### src/rtl/rr_sampler_pkg.sv
package rr_sampler_pkg;

  typedef enum logic [1:0] {
    FMT_QUAD12 = 2'd0,
    FMT_SOLO15 = 2'd1,
    FMT_SOLO16 = 2'd2,
    FMT_WIDE16 = 2'd3
  } frame_fmt_t;

  typedef enum logic [1:0] {
    SQ_IDLE = 2'd0,
    SQ_XFER = 2'd1,
    SQ_GAP  = 2'd2
  } seq_state_t;

  localparam int unsigned QUAD_BITS   = 12;
  localparam int unsigned SOLO15_BITS = 15;
  localparam int unsigned SOLO16_BITS = 16;
  localparam int unsigned BITCNT_W    = 5;
  localparam int unsigned QUAD_CHANS  = 4;

  function automatic logic [BITCNT_W-1:0] fmt_bits(input frame_fmt_t f);
    case (f)
      FMT_QUAD12: return BITCNT_W'(QUAD_BITS);
      FMT_SOLO15: return BITCNT_W'(SOLO15_BITS);
      default:    return BITCNT_W'(SOLO16_BITS);
    endcase
  endfunction

  function automatic logic fmt_is_quad(input frame_fmt_t f);
    return f == FMT_QUAD12;
  endfunction

endpackage

### src/rtl/rr_sclk_div.sv
module rr_sclk_div #(
  parameter int unsigned DIV = 4
) (
  input  logic clk,
  input  logic rst_n,
  input  logic run,
  output logic sclk,
  output logic rise_tick,
  output logic fall_tick
);
  localparam int unsigned HALF  = DIV / 2;
  localparam int unsigned CNT_W = (DIV > 2) ? $clog2(DIV) : 1;

  logic [CNT_W-1:0] cnt;

  assign rise_tick = run && (cnt == CNT_W'(HALF - 1));
  assign fall_tick = run && (cnt == CNT_W'(DIV - 1));

  always_ff @(posedge clk) begin
    if (!rst_n) begin
      cnt  <= '0;
      sclk <= 1'b0;
    end else if (!run) begin
      cnt  <= '0;
      sclk <= 1'b0;
    end else begin
      cnt <= fall_tick ? '0 : cnt + CNT_W'(1);
      if (rise_tick)      sclk <= 1'b1;
      else if (fall_tick) sclk <= 1'b0;
    end
  end

  // the serial clock is only ever high inside a frame
  p_sclk_in_frame_r6: assert property (@(posedge clk) disable iff (!rst_n)
    sclk |-> run);
  // a rising tick always starts from a low serial clock
  p_rise_from_low_r6: assert property (@(posedge clk) disable iff (!rst_n)
    rise_tick |-> !sclk);
  // a falling tick always starts from a high serial clock
  p_fall_from_high_r6: assert property (@(posedge clk) disable iff (!rst_n)
    fall_tick |-> sclk);

endmodule

### src/rtl/rr_frame_shift.sv
module rr_frame_shift #(
  parameter int unsigned DATA_W = 16
) (
  input  logic              clk,
  input  logic              rst_n,
  input  logic              clear,
  input  logic              take,
  input  logic              din,
  output logic [DATA_W-1:0] word
);
  always_ff @(posedge clk) begin
    if (!rst_n)     word <= '0;
    else if (clear) word <= '0;
    else if (take)  word <= {word[DATA_W-2:0], din};
  end

  // bits enter only while a frame runs, never in the cleared state
  p_no_take_when_clear_r6: assert property (@(posedge clk) disable iff (!rst_n)
    clear |=> (word == '0));

endmodule

### src/rtl/rr_result_bank.sv
module rr_result_bank #(
  parameter int unsigned NUM_CH = 8,
  parameter int unsigned DATA_W = 16,
  parameter int unsigned SEL_W  = 3
) (
  input  logic                     clk,
  input  logic                     rst_n,
  input  logic                     wr_en,
  input  logic [SEL_W-1:0]         wr_addr,
  input  logic [DATA_W-1:0]        wr_data,
  output logic [NUM_CH*DATA_W-1:0] result_flat
);
  for (genvar g = 0; g < NUM_CH; g++) begin : g_slot
    logic [DATA_W-1:0] slot;
    always_ff @(posedge clk) begin
      if (!rst_n) slot <= '0;
      else if (wr_en && (wr_addr == SEL_W'(g))) slot <= wr_data;
    end
    assign result_flat[g*DATA_W +: DATA_W] = slot;
  end

  // writes only ever target an existing channel
  p_write_in_range_r2: assert property (@(posedge clk) disable iff (!rst_n)
    wr_en |-> (int'(wr_addr) < NUM_CH));
  // with no write strobe the whole bank holds
  p_bank_holds_r7: assert property (@(posedge clk) disable iff (!rst_n)
    !wr_en |=> $stable(result_flat));

endmodule

### src/rtl/rr_channel_seq.sv
module rr_channel_seq
  import rr_sampler_pkg::*;
#(
  parameter int unsigned NUM_CH = 8,
  parameter int unsigned SEL_W  = 3
) (
  input  logic             clk,
  input  logic             rst_n,
  input  logic             enable,
  input  logic [1:0]       mode,
  input  logic             fall_tick,
  output logic             run,
  output logic [SEL_W-1:0] sel,
  output logic             sel_en_n,
  output logic             wr_en,
  output logic [SEL_W-1:0] wr_addr,
  output logic             round_done
);
  localparam int unsigned LAST_SOLO = NUM_CH - 1;
  localparam int unsigned LAST_QUAD = (NUM_CH < QUAD_CHANS) ? NUM_CH - 1 : QUAD_CHANS - 1;

  seq_state_t           state;
  frame_fmt_t           fmt_q;
  logic [SEL_W-1:0]     ch_q;
  logic [BITCNT_W-1:0]  bit_q;
  logic                 done_q;

  logic [SEL_W-1:0]     last_ch;
  logic [SEL_W-1:0]     ch_next;
  logic [BITCNT_W-1:0]  frame_bits;
  logic                 last_bit;
  logic                 frame_end;
  logic                 wrap;

  assign last_ch    = fmt_is_quad(fmt_q) ? SEL_W'(LAST_QUAD) : SEL_W'(LAST_SOLO);
  assign frame_bits = fmt_bits(fmt_q);
  assign last_bit   = (bit_q == frame_bits - BITCNT_W'(1));
  assign frame_end  = (state == SQ_XFER) && fall_tick && last_bit;
  assign wrap       = (ch_q == last_ch);
  assign ch_next    = wrap ? '0 : ch_q + SEL_W'(1);

  assign run        = (state == SQ_XFER);
  assign sel_en_n   = (state != SQ_XFER);
  assign sel        = ch_q;
  assign wr_en      = frame_end;
  assign wr_addr    = ch_q;
  assign round_done = done_q;

  always_ff @(posedge clk) begin
    if (!rst_n) begin
      state  <= SQ_IDLE;
      fmt_q  <= FMT_SOLO16;
      ch_q   <= '0;
      bit_q  <= '0;
      done_q <= 1'b0;
    end else begin
      done_q <= frame_end && wrap;
      case (state)
        SQ_IDLE: begin
          ch_q  <= '0;
          bit_q <= '0;
          if (enable) begin
            fmt_q <= frame_fmt_t'(mode);
            state <= SQ_XFER;
          end
        end
        SQ_XFER: begin
          if (fall_tick) begin
            if (last_bit) begin
              bit_q <= '0;
              state <= SQ_GAP;
            end else begin
              bit_q <= bit_q + BITCNT_W'(1);
            end
          end
        end
        SQ_GAP: begin
          if (enable) begin
            ch_q  <= ch_next;
            if (wrap) fmt_q <= frame_fmt_t'(mode);
            state <= SQ_XFER;
          end else begin
            ch_q  <= '0;
            state <= SQ_IDLE;
          end
        end
        default: state <= SQ_IDLE;
      endcase
    end
  end

  // the pass-complete flag lasts one cycle
  p_done_single_r8: assert property (@(posedge clk) disable iff (!rst_n)
    round_done |=> !round_done);
  // the pass-complete flag appears only with the selects released
  p_done_released_r8: assert property (@(posedge clk) disable iff (!rst_n)
    round_done |-> sel_en_n);
  // the channel code does not move inside a frame
  p_sel_stable_r2: assert property (@(posedge clk) disable iff (!rst_n)
    (!sel_en_n && $past(!sel_en_n)) |-> $stable(sel));
  // a pass started from idle opens on channel 0
  p_start_at_zero_r2: assert property (@(posedge clk) disable iff (!rst_n)
    ($fell(sel_en_n) && ($past(state) == SQ_IDLE)) |-> (sel == '0));
  // the quad framing never raises the top select line
  p_quad_sel_r5: assert property (@(posedge clk) disable iff (!rst_n)
    (!sel_en_n && fmt_is_quad(fmt_q)) |-> (int'(sel) <= int'(LAST_QUAD)));
  // the framing in force does not change inside a frame
  p_fmt_hold_r10: assert property (@(posedge clk) disable iff (!rst_n)
    (!sel_en_n && $past(!sel_en_n)) |-> $stable(fmt_q));
  // the gap between frames is a single cycle
  p_gap_one_r11: assert property (@(posedge clk) disable iff (!rst_n)
    (state == SQ_GAP) |=> (state != SQ_GAP));

endmodule

### src/rtl/rr_adc_sampler.sv
module rr_adc_sampler #(
  parameter int unsigned NUM_CH  = 8,
  parameter int unsigned DATA_W  = 16,
  parameter int unsigned CLK_DIV = 4
) (
  input  logic                     clk,
  input  logic                     rst_n,
  input  logic                     enable,
  input  logic [1:0]               mode,
  input  logic                     miso,
  output logic                     sclk,
  output logic [2:0]               sel,
  output logic                     sel_en_n,
  output logic [NUM_CH*DATA_W-1:0] result_flat,
  output logic                     round_done
);
  localparam int unsigned SEL_W = 3;

  logic              run;
  logic              rise_tick;
  logic              fall_tick;
  logic              wr_en;
  logic [SEL_W-1:0]  wr_addr;
  logic [DATA_W-1:0] word;

  rr_channel_seq #(.NUM_CH(NUM_CH), .SEL_W(SEL_W)) u_seq (
    .clk        (clk),
    .rst_n      (rst_n),
    .enable     (enable),
    .mode       (mode),
    .fall_tick  (fall_tick),
    .run        (run),
    .sel        (sel),
    .sel_en_n   (sel_en_n),
    .wr_en      (wr_en),
    .wr_addr    (wr_addr),
    .round_done (round_done)
  );

  rr_sclk_div #(.DIV(CLK_DIV)) u_div (
    .clk       (clk),
    .rst_n     (rst_n),
    .run       (run),
    .sclk      (sclk),
    .rise_tick (rise_tick),
    .fall_tick (fall_tick)
  );

  rr_frame_shift #(.DATA_W(DATA_W)) u_shift (
    .clk   (clk),
    .rst_n (rst_n),
    .clear (!run),
    .take  (rise_tick),
    .din   (miso),
    .word  (word)
  );

  rr_result_bank #(.NUM_CH(NUM_CH), .DATA_W(DATA_W), .SEL_W(SEL_W)) u_bank (
    .clk         (clk),
    .rst_n       (rst_n),
    .wr_en       (wr_en),
    .wr_addr     (wr_addr),
    .wr_data     (word),
    .result_flat (result_flat)
  );

  // serial clock edges occur only with a converter selected
  p_rise_selected_r6: assert property (@(posedge clk) disable iff (!rst_n)
    $rose(sclk) |-> !sel_en_n);
  // when idle and not enabled, the selects stay released
  p_idle_released_r9: assert property (@(posedge clk) disable iff (!rst_n)
    (sel_en_n && !enable) |=> sel_en_n);

endmodule

### config.mk
export PLATFORM = sky130hd
export DESIGN_NAME = rr_adc_sampler
export DESIGN_NICKNAME = d
export VERILOG_FILES = /design/src/rtl/rr_sampler_pkg.sv /design/src/rtl/rr_sclk_div.sv /design/src/rtl/rr_frame_shift.sv /design/src/rtl/rr_result_bank.sv /design/src/rtl/rr_channel_seq.sv /design/src/rtl/rr_adc_sampler.sv
export SDC_FILE = /design/constraint.sdc
export NUM_CORES = 1
export LEC_CHECK = 0
export ABC_CLOCK_PERIOD_IN_PS = 2200
export BUFFER_PORTS_ARGS = -buffer_cell sky130_fd_sc_hd__buf_2
export CAP_MARGIN = 10
export CORE_ASPECT_RATIO = 1.25
export CORE_MARGIN = 5
export CORE_UTILIZATION = 48
export CTS_CLUSTER_DIAMETER = 120
export DETAILED_ROUTE_END_ITERATION = 8
export MAX_ROUTING_LAYER = met4
export PLACE_DENSITY = 0.75
export SKIP_CTS_REPAIR_TIMING = 1
export SLEW_MARGIN = 25
export SYNTH_ARGS = -nofsm -noshare
export SYNTH_HDL_FRONTEND = slang
export SYNTH_HIERARCHICAL = 1
export SYNTH_SLANG_ARGS = --single-unit
### constraint.sdc
create_clock -name clk -period 2.2 [get_ports clk]
set_input_delay 0.22 -clock clk [delete_from_list [all_inputs] [get_ports clk]]
set_output_delay 0.22 -clock clk [all_outputs]
set_load 0.005 [all_outputs]
======== Word level (Yosys, flattened, before mapping) ========
Index checks and enable logic that the tools add are counted.
cells by class
  add/subtract/negate cells ............... 4
  eq/ne operators ......................... 20
  muxes and demuxes ....................... 19
  bitwise logic cells ..................... 2
  reductions and logical operators ........ 24
operator list
  cell                                                                count
  5-bit one-hot mux with 2 select lines                               2
  1-bit logical AND                                                   13
  3-bit == test, second input constant                                4
  2-bit 2-to-1 mux                                                    6
  5-bit 2-to-1 mux                                                    2
  3-bit 2-to-1 mux                                                    3
  2-bit != test, second input constant                                4
  2-bit by 1-bit == test with 1-bit output, second input constant     3
  3-bit by 2-bit == test with 1-bit output, second input constant     2
  2-bit one-hot mux with 3 select lines                               1
  3-bit one-hot mux with 2 select lines                               1
  2-bit nonzero test                                                  3
  5-bit by 1-bit adder with 5-bit output, second input constant       1
  5-bit == test                                                       1
  5-bit by 1-bit subtractor with 5-bit output, second input constant  1
  2-bit == test, second input constant                                2
  2-bit logical NOT                                                   2
  2-bit by 1-bit != test with 1-bit output, second input constant     2
  2-bit one-hot mux with 2 select lines                               1
  2-bit AND reduction                                                 2
  4-bit AND reduction                                                 1
  3-bit by 1-bit adder with 3-bit output, second input constant       1
  3-bit by 1-bit == test with 1-bit output, second input constant     1
  3-bit == test                                                       1
  other kinds (6)                                                     9
storage, ports and cells
  flip-flop bits (word level) ............. 160
  input port bits ......................... 6
  logic and storage cells ................. 85

======== Logic depth before layout (Yosys ltp) ========
  depth after elaboration ................. 7
  gate-level depth with buffers ........... 9
  mapped depth without buffers ............ 6

======== Hierarchy ========
The synthesis kept the hierarchy.
by module, submodules not included
  module          instances  cells an instance  area each (um^2)  sequential area each (um^2)
  rr_result_bank  1          439                4628.2            2562.5
  rr_channel_seq  1          82                 729.4             260.2
  rr_frame_shift  1          53                 594.3             320.3
  rr_sclk_div     1          14                 143.9             60.1
  rr_adc_sampler  1          1                  3.8               0.0

======== Least setup slack after synthesis ========
Ideal clock, no wire load.
  kind .................................... flip-flop to flip-flop
  from .................................... register u_seq.bit_q[2]
  to ...................................... register u_bank.g_slot[0].slot[10]
  arrival time ............................ 2255 ps
  required time ........................... 2074 ps
  slack ................................... -181 ps
  cell stages (with the launch flop) ...... 8
  path buffers ............................ 2
  cell sequence ........................... dfxtp_1 > or4b_4 > a31oi_4 > and3_2 > or4b_1 > buf_6 > buf_12 > mux2i_1
between the ends
  word-level cells in the longest chain between the ends .. 3
ends and longest elaborated chain
  item                      RTL line              source
  start: declaration        rr_channel_seq.sv:25  logic [BITCNT_W-1:0] bit_q;
  start signal: assignment  rr_channel_seq.sv:73  bit_q <= bit_q + BITCNT_W'(1);
  5-bit == test             rr_channel_seq.sv:37  assign last_bit = (bit_q == frame_bits - BITCNT_W'(1));
  1-bit logical AND         rr_channel_seq.sv:38  assign frame_end = (state == SQ_XFER) && fall_tick && last_bit;
  via wr_en                 rr_adc_sampler.sv:22  logic wr_en;
  1-bit logical AND         rr_result_bank.sv:17  else if (wr_en && (wr_addr == SEL_W'(g))) slot <= wr_data;
  end signal: assignment    rr_result_bank.sv:17
  end: declaration          rr_result_bank.sv:14  logic [DATA_W-1:0] slot;
The timed path passes the listed nets, and every way through them passes these cells.
A chain may end at the register's enable or synchronous reset.

======== Final worst setup path ========
  from .................................... register u_seq.bit_q[2]
  to ...................................... register u_bank.g_slot[1].slot[3]
between the ends
  word-level cells in the longest chain between the ends .. 3
ends and longest elaborated chain
  item                    RTL line
  5-bit == test           rr_channel_seq.sv:37
  1-bit logical AND       rr_channel_seq.sv:38
  via wr_en               rr_adc_sampler.sv:22
  1-bit logical AND       rr_result_bank.sv:17
  end signal: assignment  rr_result_bank.sv:17
  end: declaration        rr_result_bank.sv:14
The timed path passes the listed nets, and every way through them passes these cells.

==> out/metrics.csv <==
metric,value,unit
maxCapViolations,0,
die_h,136,um
rows,46,
cts_sinks,160,
worstSetupEndpointType,flop,
cts.path.max_buffers,2,
grt_pass1_wl,24400,um
hold_end,u_shift/word[0]$_SDFFE_PP0P_,
overflow,0,
period_share,0.980,
timing.final.ws_setup,0.0439,ns
root_buffer,clkbuf_16,
ir_worst_vdd,0.456,mV
synth-edff-count,0,
cts.htree.levels,4,
slew_headroom,0.596,
grt_setup_unrepaired,false,
synth.top_cell.area_share,0.525,
cp_data_required_time,2.54,ns
final-instance-count-excl-fill,912,
initial_utilization,0.484,
yosysTopAreaCell,dfxtp_1,
syn_area_per_cell,10.4,um^2
synth_most_common_cell,dfxtp_1,
antenna_found_initial,0,
gp_congestion,0.849,
route.antenna.remaining_nets,0,
async_flop_share,0,
gr-usage-all-layers,0.209,
cts-buffers-inserted,17,
max_freq,0.464,GHz
nets,741,
num_antenna_cells,0,
hold_start,miso,
io_buffers,139,
synthFlopType,dfxtp_1,
dieArea,0.0151,mm^2
dp_slack,0.0127,ns
fp.dieW,111,um
grt_max_degree,68,
drtPass1Iterations,5,
tns,0,ns
clkSlewWorstSetupHoldPaths,0.07,ns
criticalPathCategory,flop to flop,
rrSetupSlack,0.04,ns
power_density,759,mW/mm^2
p_leak,0.00390,uW
min_path_type,input pin to flop,
synth_commonest_cells,"160 x dfxtp_1, 150 x nand2_1, 146 x mux2i_1",
routed_wl,16000,um
io_pins,140,
yosysWarningCount,6,
syn-num-nets,599,
critPathMaxFanout,8,
drive_gt1_frac,0.285,
dpl.hpwl,11000,um
grt_pass1_vias,4707,
outcome,completed,
cts_tree,built,
vias_per_cell,5.18,
synth_cell_types,45,
wl_per_cell,17.6,um
drc,0,
hold_depth,3,
ys_ff_latch,160,
tightest_slew,0.606,ns
hold_viol_final,0,
worstPathArrival,2.49,ns
stdcell_area,0.00758,mm^2
vias,4724,
startpoint_type,flop,
synth_cells,589,
fin_skew,0.00853,ns
setup_violations,0,
netlist_top_cells_area,"dfxtp_1 53%, mux2i_1 24%, nand2_1 9.2%",
drv_slew,0,
drt_iter0_markers,330,
timing.rr.start,u_seq/bit_q[2]$_SDFFE_PN0P_,
synth_seq_area_share,0.525,
area_growth,24.3,%
clkLatencyLatePin,0.41,ns
coreArea,0.0126,mm^2
worstReg2RegEnd,u_bank/g_slot[1].slot[3]$_SDFFE_PN0P_,
r2r_cells,7,
numPlacedInstances,878,
placed_cell_area,0.00698,mm^2
finalCriticalPeriod,2.16,ns
syn_area,0.00610,mm^2
==> final cells by class <==
cell class / instances / area, um^2
multi-input cells: 384 / 2660
inverters: 5 / 18.8
flip-flops and latches: 160 / 3200
fillers: 1023 / 5020
clock inverters: 15 / 126
well taps: 168 / 210
repair buffers: 163 / 937
clock buffers: 17 / 425
==> per-layer routing <==
metal / part of all wire / track usage / wire length [um]
met5: 0 / - / 0
met4: 0.017 / 0.0719 / 268
met3: 0.053 / 0.0512 / 855
met2: 0.52 / 0.370 / 8280
met1: 0.41 / 0.231 / 6600
==> state kept, by name, indices dropped and copies added (netlist names) <==
signal              flops
u_bank/g_slot.slot    128
u_shift/word           16
u_seq/bit_q             5
u_seq/sel               3
u_div/cnt               2
u_seq/fmt_q             2
u_seq/state             2
u_div/sclk              1
u_seq/round_done        1
==> logic make-up (layout without fill, tap and decap cells) <==
kind of cell    count (synthesis)  in the layout  synth area share
simple gates                  209            210             0.155
flops                         160            160             0.525
mux                           146            146             0.240
buf+inv                        46            200            0.0431
compound gates                 24             24            0.0287
fa+ha+maj                       4              4           0.00821
==> layout by cell type, fill, tap and decap left out, types with 3 or more instances in the layout <==
master	synthesis	layout
o21ai_0	7	7
clkbuf_16	0	18
a22o_1	3	3
nand3_1	3	3
nor2b_1	7	6
nand4b_1	3	3
nor2_1	20	20
inv_1	5	5
o31ai_1	3	3
buf_2	15	138
clkinv_4	0	4
ha_1	4	4
buf_12	2	3
dfxtp_1	160	159
and2_1	4	4
nand4bb_1	3	3
mux2i_1	146	146
nor3_1	3	3
or4b_4	1	3
inv_6	0	5
nand2_1	150	150
buf_4	4	20
==> worst max path at each step <==
stage / startpoint / to / slack [ns]
floorplan: u_seq/bit_q[2]$_SDFFE_PN0P_ / u_bank/g_slot[0].slot[10]$_SDFFE_PN0P_ / -0.15
global placement: u_seq/state[0]$_SDFFE_PN0P_ / u_bank/g_slot[0].slot[7]$_SDFFE_PN0P_ / 0.04
detailed placement: u_seq/state[0]$_SDFFE_PN0P_ / u_bank/g_slot[0].slot[10]$_SDFFE_PN0P_ / 0.01
CTS: u_seq/state[0]$_SDFFE_PN0P_ / u_bank/g_slot[0].slot[10]$_SDFFE_PN0P_ / -0.02
global route: u_seq/bit_q[2]$_SDFFE_PN0P_ / u_bank/g_slot[1].slot[3]$_SDFFE_PN0P_ / 0.002
finish: u_seq/bit_q[2]$_SDFFE_PN0P_ / u_bank/g_slot[1].slot[3]$_SDFFE_PN0P_ / 0.04
==> metrics by stage <==
stage	hold WS, ns	util	power [uW]
after floorplan	0.362	-	3060
after global placement	0.441	0.554	3080
after detailed placement	0.448	0.554	3090
after CTS	0.0503	0.598	5790
after global routing	0.0588	0.602	5940
final	0.0568	0.602	5760
==> critical path, cell delays in order (launching register included) <==
cell and delay, ns:
dfxtp_2 0.32, or4b_4 0.54, a31oi_4 0.18, and3_4 0.23, buf_6 0.12, and4bb_4 0.30
clkbuf_16 0.19, mux2i_1 0.20
==> power breakdown <==
group	switching (uW)	total [uW]	internal, uW
Sequential	5.76	2910	2900
Clock	1260	2740	1480
Combinational	79.9	117	37.3
Power figures use the tool's default switching activity.
